`config.mk`:
```
export PLATFORM = sky130hd
export DESIGN_NAME = pxsel_top
export DESIGN_NICKNAME = d
export VERILOG_FILES = /design/src/rtl/pxsel_pkg.sv /design/src/rtl/pxsel_classify.sv /design/src/rtl/pxsel_linecnt.sv /design/src/rtl/pxsel_pipe.sv /design/src/rtl/pxsel_top.sv
export SDC_FILE = /design/constraint.sdc
export NUM_CORES = 1
export LEC_CHECK = 0
export CORE_UTILIZATION = 45
export CTS_BUF_LIST = sky130_fd_sc_hd__clkbuf_8
export DETAILED_ROUTE_END_ITERATION = 10
export PLACE_DENSITY = 0.89
export SLEW_MARGIN = 20
export SYNTH_ARGS = -nofsm -noshare
export SYNTH_HDL_FRONTEND = slang
export SYNTH_HIERARCHICAL = 1
export SYNTH_SLANG_ARGS = --single-unit
```
`constraint.sdc`:
```
create_clock -name clk -period 2.2 [get_ports clk]
set_input_delay 0.33 -clock clk [delete_from_list [all_inputs] [get_ports clk]]
set_output_delay 0.33 -clock clk [all_outputs]
set_load 0.01 [all_outputs]
```
`src/rtl/pxsel_pkg.sv`:
```
package pxsel_pkg;

    localparam int IDX_W  = 8;
    localparam int WORD_W = 32;
    localparam int CH_W   = 8;
    localparam int COL_W  = 3 * CH_W;
    localparam int TAG_W  = 8;
    localparam int TAG_LO = WORD_W - TAG_W;

    typedef struct packed {
        logic [CH_W-1:0] r;
        logic [CH_W-1:0] g;
        logic [CH_W-1:0] b;
    } rgb_t;

    typedef enum logic {
        MODE_INDEXED = 1'b0,
        MODE_DIRECT  = 1'b1
    } pix_mode_e;

    // holding slot: pixel accepted, palette data possibly still in flight
    typedef struct packed {
        logic      vld;
        pix_mode_e mode;
        logic      fresh;
        rgb_t      col;
        logic      last;
    } hold_slot_t;

    typedef struct packed {
        logic vld;
        rgb_t col;
        logic last;
    } out_slot_t;

    typedef struct packed {
        hold_slot_t hold;
        out_slot_t  outp;
    } pipe_st_t;

    // true-colour word keeps channels low-to-high as red, green, blue
    function automatic rgb_t unpack_bgr(input logic [WORD_W-1:0] w);
        rgb_t c;
        c.r = w[CH_W-1:0];
        c.g = w[2*CH_W-1:CH_W];
        c.b = w[3*CH_W-1:2*CH_W];
        return c;
    endfunction

endpackage

```
`src/rtl/pxsel_classify.sv`:
```
module pxsel_classify
    import pxsel_pkg::*;
#(
    parameter logic [TAG_W-1:0] DIRECT_TAG = 8'h03
) (
    input  logic [WORD_W-1:0] ctrl_word,
    input  logic [WORD_W-1:0] direct_word,
    output pix_mode_e         mode,
    output rgb_t              direct_col
);

    logic [TAG_W-1:0] tag;
    logic             unused_bits;

    assign tag         = ctrl_word[WORD_W-1:TAG_LO];
    assign unused_bits = ^{ctrl_word[TAG_LO-1:0], direct_word[WORD_W-1:COL_W]};

    always_comb begin
        mode = (tag == DIRECT_TAG) ? MODE_DIRECT : MODE_INDEXED;
    end

    assign direct_col = unpack_bgr(direct_word);

endmodule

```
`src/rtl/pxsel_linecnt.sv`:
```
module pxsel_linecnt #(
    parameter int VIS_WIDTH = 640,
    parameter int PITCH     = 1024
) (
    input  logic clk,
    input  logic rst_n,
    input  logic step,
    output logic at_end
);

    localparam int CNT_W = (PITCH > 1) ? $clog2(PITCH) : 1;
    localparam logic [CNT_W-1:0] LAST_POS = CNT_W'(VIS_WIDTH - 1);

    typedef struct packed {
        logic [CNT_W-1:0] pos;
    } cnt_st_t;

    cnt_st_t st_d, st_q;

    assign at_end = (st_q.pos == LAST_POS);

    always_comb begin
        st_d = st_q;
        if (step) begin
            if (at_end) begin
                st_d.pos = '0;
            end else begin
                st_d.pos = st_q.pos + 1'b1;
            end
        end
    end

    always_ff @(posedge clk or negedge rst_n) begin
        if (!rst_n) begin
            st_q <= '0;
        end else begin
            st_q <= st_d;
        end
    end

endmodule

```
`src/rtl/pxsel_pipe.sv`:
```
module pxsel_pipe
    import pxsel_pkg::*;
(
    input  logic      clk,
    input  logic      rst_n,
    input  logic      up_valid,
    output logic      up_ready,
    input  pix_mode_e up_mode,
    input  rgb_t      up_col,
    input  logic      up_last,
    input  rgb_t      pal_col,
    output logic      dn_valid,
    input  logic      dn_ready,
    output rgb_t      dn_col,
    output logic      dn_last
);

    pipe_st_t st_d, st_q;
    logic     hold_move;
    logic     up_fire;
    rgb_t     hold_col_now;

    // holding slot advances when the output slot is empty or draining
    assign hold_move = st_q.hold.vld && (!st_q.outp.vld || dn_ready);
    assign up_ready  = !st_q.hold.vld || hold_move;
    assign up_fire   = up_valid && up_ready;

    // palette data is only on the port in the cycle after the request
    always_comb begin
        if (st_q.hold.mode == MODE_INDEXED && st_q.hold.fresh) begin
            hold_col_now = pal_col;
        end else begin
            hold_col_now = st_q.hold.col;
        end
    end

    always_comb begin
        st_d = st_q;

        if (st_q.outp.vld && dn_ready) begin
            st_d.outp.vld = 1'b0;
        end

        if (hold_move) begin
            st_d.outp.vld  = 1'b1;
            st_d.outp.col  = hold_col_now;
            st_d.outp.last = st_q.hold.last;
            st_d.hold.vld  = 1'b0;
        end else if (st_q.hold.vld) begin
            st_d.hold.col = hold_col_now;
        end
        st_d.hold.fresh = 1'b0;

        if (up_fire) begin
            st_d.hold.vld   = 1'b1;
            st_d.hold.mode  = up_mode;
            st_d.hold.fresh = (up_mode == MODE_INDEXED);
            st_d.hold.col   = up_col;
            st_d.hold.last  = up_last;
        end
    end

    always_ff @(posedge clk or negedge rst_n) begin
        if (!rst_n) begin
            st_q <= '0;
        end else begin
            st_q <= st_d;
        end
    end

    assign dn_valid = st_q.outp.vld;
    assign dn_col   = st_q.outp.col;
    assign dn_last  = st_q.outp.last;

endmodule

```
`src/rtl/pxsel_top.sv`:
```
module pxsel_top
    import pxsel_pkg::*;
#(
    parameter int              VIS_WIDTH  = 640,
    parameter int              PITCH      = 1024,
    parameter logic [TAG_W-1:0] DIRECT_TAG = 8'h03
) (
    input  logic              clk,
    input  logic              rst_n,
    input  logic              in_valid,
    output logic              in_ready,
    input  logic [IDX_W-1:0]  in_index,
    input  logic [WORD_W-1:0] in_direct,
    input  logic [WORD_W-1:0] in_ctrl,
    output logic              pal_rd_en,
    output logic [IDX_W-1:0]  pal_rd_addr,
    input  logic [COL_W-1:0]  pal_rd_data,
    output logic              out_valid,
    input  logic              out_ready,
    output logic [COL_W-1:0]  out_rgb,
    output logic              out_line_end
);

    pix_mode_e pix_mode;
    rgb_t      dir_col;
    rgb_t      pal_col;
    rgb_t      res_col;
    logic      line_last;
    logic      accept;

    assign accept  = in_valid && in_ready;
    assign pal_col = rgb_t'(pal_rd_data);

    pxsel_classify #(
        .DIRECT_TAG (DIRECT_TAG)
    ) u_classify (
        .ctrl_word   (in_ctrl),
        .direct_word (in_direct),
        .mode        (pix_mode),
        .direct_col  (dir_col)
    );

    pxsel_linecnt #(
        .VIS_WIDTH (VIS_WIDTH),
        .PITCH     (PITCH)
    ) u_linecnt (
        .clk    (clk),
        .rst_n  (rst_n),
        .step   (accept),
        .at_end (line_last)
    );

    pxsel_pipe u_pipe (
        .clk      (clk),
        .rst_n    (rst_n),
        .up_valid (in_valid),
        .up_ready (in_ready),
        .up_mode  (pix_mode),
        .up_col   (dir_col),
        .up_last  (line_last),
        .pal_col  (pal_col),
        .dn_valid (out_valid),
        .dn_ready (out_ready),
        .dn_col   (res_col),
        .dn_last  (out_line_end)
    );

    assign pal_rd_en   = accept && (pix_mode == MODE_INDEXED);
    assign pal_rd_addr = in_index;
    assign out_rgb     = res_col;

endmodule

```
==> impl_results.md <==
- Clk sinks: 64
- Hold Fails Final Rpt: 0
- Yosys warns: 6
- R2R depth: 5
- Clock Latency Late Sink: 0.35 ns
- Cell with the most instances after synthesis: dfrtp_1
- Layout cells sized above 1: 0.109
- Clock transition at path regs: 0.07 ns
- DIE WIDTH: 89.1 um
- Area of the multi-input gates: 1270 sq um
- Initial DRC count: 252
- Initial Util: 0.468
- Setup Viol. Count Final: 0
- Nets: 482
- Crit path required time: 1.87 ns
- Post-synth top cells: 64 x dfrtp_1, 57 x buf_4, 53 x nand2_1, 26 x a21oi_1, 25 x or3_1
- Tmin final: 2.11 ns
- Final wirelength: 8.43 mm
- Post-Syn Nets: 446
- I/O Buffers: 87
- CORE AREA: 7290 sq um
- Number of synthesized flops with an enable pin: 0
- Tot Pwr: 3.44 mW
- Power per cell area: 817 nW/um^2
- Max IR drop VDD: 0.289 mV
- Vias post-DR: 2,745
- Synth cell types: 37
- TritonCTS buffer count: 9
- Largest family of logic cells by synthesized area: compound AO/OA/AOI/OAI gates
- Worst path arrival time: 1.78 ns
- Ys async rst share: 1.00
- Slew Viols, Final: 0
- Area leader, netlist: dfrtp_1
- Maximum clock rate: 0.475 GHz
- Vias per cell: 5.66
- RD Place Congestion: 0.826
- Post-detail-place hpwl: 5.69 mm
- Cell row count: 31
- Share of the synthesized area in the top cell type: 0.469
- Worst path buffer plus inverter count: 2
- Synth Area per Inst: 9.89 sq um
- Synth area leaders: dfrtp_1 47%, buf_4 13%, o221a_1 7.9%, nand2_1 5.8%, or3_1 4.6%
- Worst Clk Skew: 0.0105 ns
- CP top delay family: simple AND/OR/NAND/NOR gates
- Crit path max fanout: 2
- H-tree depth: 3
- DRC Markers: 0
- GRT Overall Usage: 0.231
- Compound-cell area share of the yosys netlist: 0.175
- Chip height: 89.1 um
- CTS Root Buffer Type: clkbuf_8
- Cells after Synth: 345
- Fillers: 618
- Met2 WL: 4.32 mm
- M1 WL: 3.22 mm
- GRT overflow: 0
- Initial antenna violation count: 0
- Synth Area in Adders: 0.00367
- DR WL/cell: 17.4 um
- Worst Setup Path Type: primary input to output pin
- Synth Area in Simple Gates: 0.164
- Status: finished clean
- Drt pass-1 iters: 5
- Final Non-Filler Cells: 485
- Sequential share of the synthesized area: 0.469
- Antenna viol nets, final: 0
- Maximum buffer depth of the clock tree: 2
- Final period util: 0.958
- Cell count along the critical path: 5
- FF+latch count, synth: 64
- Number of global-route vias before repair: 2,874
- Met3 WL: 722 um
- HP Class: primary input to asynchronous set/reset pin
- Reg area: 1600 sq um
- Crit path cell chain: clkdlybuf4s50_1 -> or4_4 -> nor4_4 -> and3b_1 -> buf_2
- Area Overhead vs Synth: 23.4%
- Synth Area in XOR/XNOR: 0.0128
- Largest net degree at the start of global routing: 33
- Worst setup SP type: primary input
- Pleak: 1.71 nW
- Critical Path Sink Type: output pin
- RSZ-0062 raised after global routing: no
- TritonCTS clock tree: done
- Core Util, Final: 0.577
- # Max-Cap Violations: 0
- Max Used Layer: met4
- Mux share of post-synthesis cell area: 0.0143
- Dpl cells: 467
- Max stage delay on crit path: 0.55 ns
- Pin slew with the least headroom to its limit: 0.536 ns
- Ant. Diodes: 0
- Die area: 7930 sq um
- Worst path slowest cell: or4_4
- Post-Syn Area: 3410 sq um
- Rel. slew slack: 0.643
- # IOs: 136
- First-pass GRT wire length: 13.5 mm
- Ys flop type: dfrtp_1
## per-layer routing
metal	GRT usage	vias up
li1	-	1253
met4	0.136	0
met5	0	-
met2	0.385	128
met1	0.271	1342
met3	0.0582	22
## per-stage QoR
stage / setup TNS (ns) / hold slack, ns / area [sq um] / worst slack [ns]
2_1_floorplan: 0 / 0.0344 / 3410 / 0.146
5_1_grt: 0 / 0.516 / 4210 / 0.0450
3_5_place_dp: -0.399 / 0.341 / 3990 / -0.399
4_1_cts: 0 / 0.503 / 4210 / 0.0789
6_report: 0 / 0.499 / 4210 / 0.0927
3_3_place_gp: -0.296 / 0.340 / 3990 / -0.296
## area by class of cell
type	instances	share of cell area
Inverter	3	0.00268
Tap cell	99	0.0294
Multi-Input combinational cell	198	0.303
Sequential cell	64	0.381
Timing Repair Buffer	105	0.237
Clock inverter	5	0.0113
Clock buffer	11	0.0360
## timing repair
| item | CTS | global route |
|---|---|---|
| hold buffers | 1 | 0 |
| endpoints found under the hold margin | 23 | 0 |
| gates resized for setup | 6 | 0 |
| endpoints found under the setup margin | 1 | 0 |
| setup buffers | 1 | 0 |
## sequential cells by signal, summed over array words and instances (netlist names)
signal,flops
u_linecnt/st_q,10
u_pipe/dn_col,24
u_pipe/dn_last,1
u_pipe/dn_valid,1
u_pipe/st_q,28
## worst register-to-register path, stage by stage, from the launching register on
cell	delay (ns)
dfrtp_1	0.42
nand3b_4	0.15
and2_1	0.20
nand3_1	0.12
or4_1	0.49
a22oi_1	0.18
## cells by family after synthesis
logic type | count (synthesis)
adder cells (fa/ha/maj) | 1
buffers and inverters | 83
AND/OR/NAND/NOR | 107
XOR/XNOR | 5
flip-flops | 64
AO/OA/AOI/OAI | 81
multiplexers | 4
## cells in the final DEF, fill, tap and decap left out, types with 2 or more instances in the layout
| cell | Yosys | routed |
|---|---|---|
| xor2_1 | 3 | 3 |
| nand2b_1 | 4 | 4 |
| clkbuf_8 | 0 | 11 |
| nand2_1 | 53 | 53 |
| a31oi_1 | 24 | 24 |
| inv_1 | 3 | 5 |
| dfrtp_1 | 64 | 64 |
| a21oi_1 | 26 | 26 |
| and2_1 | 2 | 2 |
| clkinv_2 | 0 | 2 |
| clkdlybuf4s50_1 | 0 | 85 |
| nand3_1 | 4 | 4 |
| mux2_2 | 2 | 2 |
| o221a_1 | 24 | 24 |
| buf_4 | 57 | 17 |
| buf_2 | 8 | 2 |
| or3_1 | 25 | 25 |
| o21ai_0 | 3 | 3 |
| nor2_1 | 3 | 3 |
| nor3_1 | 3 | 3 |
| xnor2_1 | 2 | 2 |
| nand4_1 | 3 | 3 |
## power breakdown
group	internal (mW)	switching [mW]
Combinational	0.469	0.403
Clock	0.573	0.437
Sequential	1.39	0.166
Total	2.43	1.01
## path summary, 6_finish.rpt
check,start,to,slack (ns)
min in group clk,u_pipe/st_q[26],u_pipe/dn_last,0.50
hold reg to reg,u_pipe/st_q[26],u_pipe/dn_last,0.50
setup reg to reg,u_pipe/dn_valid,u_linecnt/st_q[9],0.55
max in group asynchronous,rst_n,u_pipe/st_q[51],0.97
setup / recovery,in_ctrl[31],pal_rd_en,0.09
hold / removal,rst_n,u_pipe/dn_col[11],0.50
No activity file was read; power rests on OpenSTA's default activity.
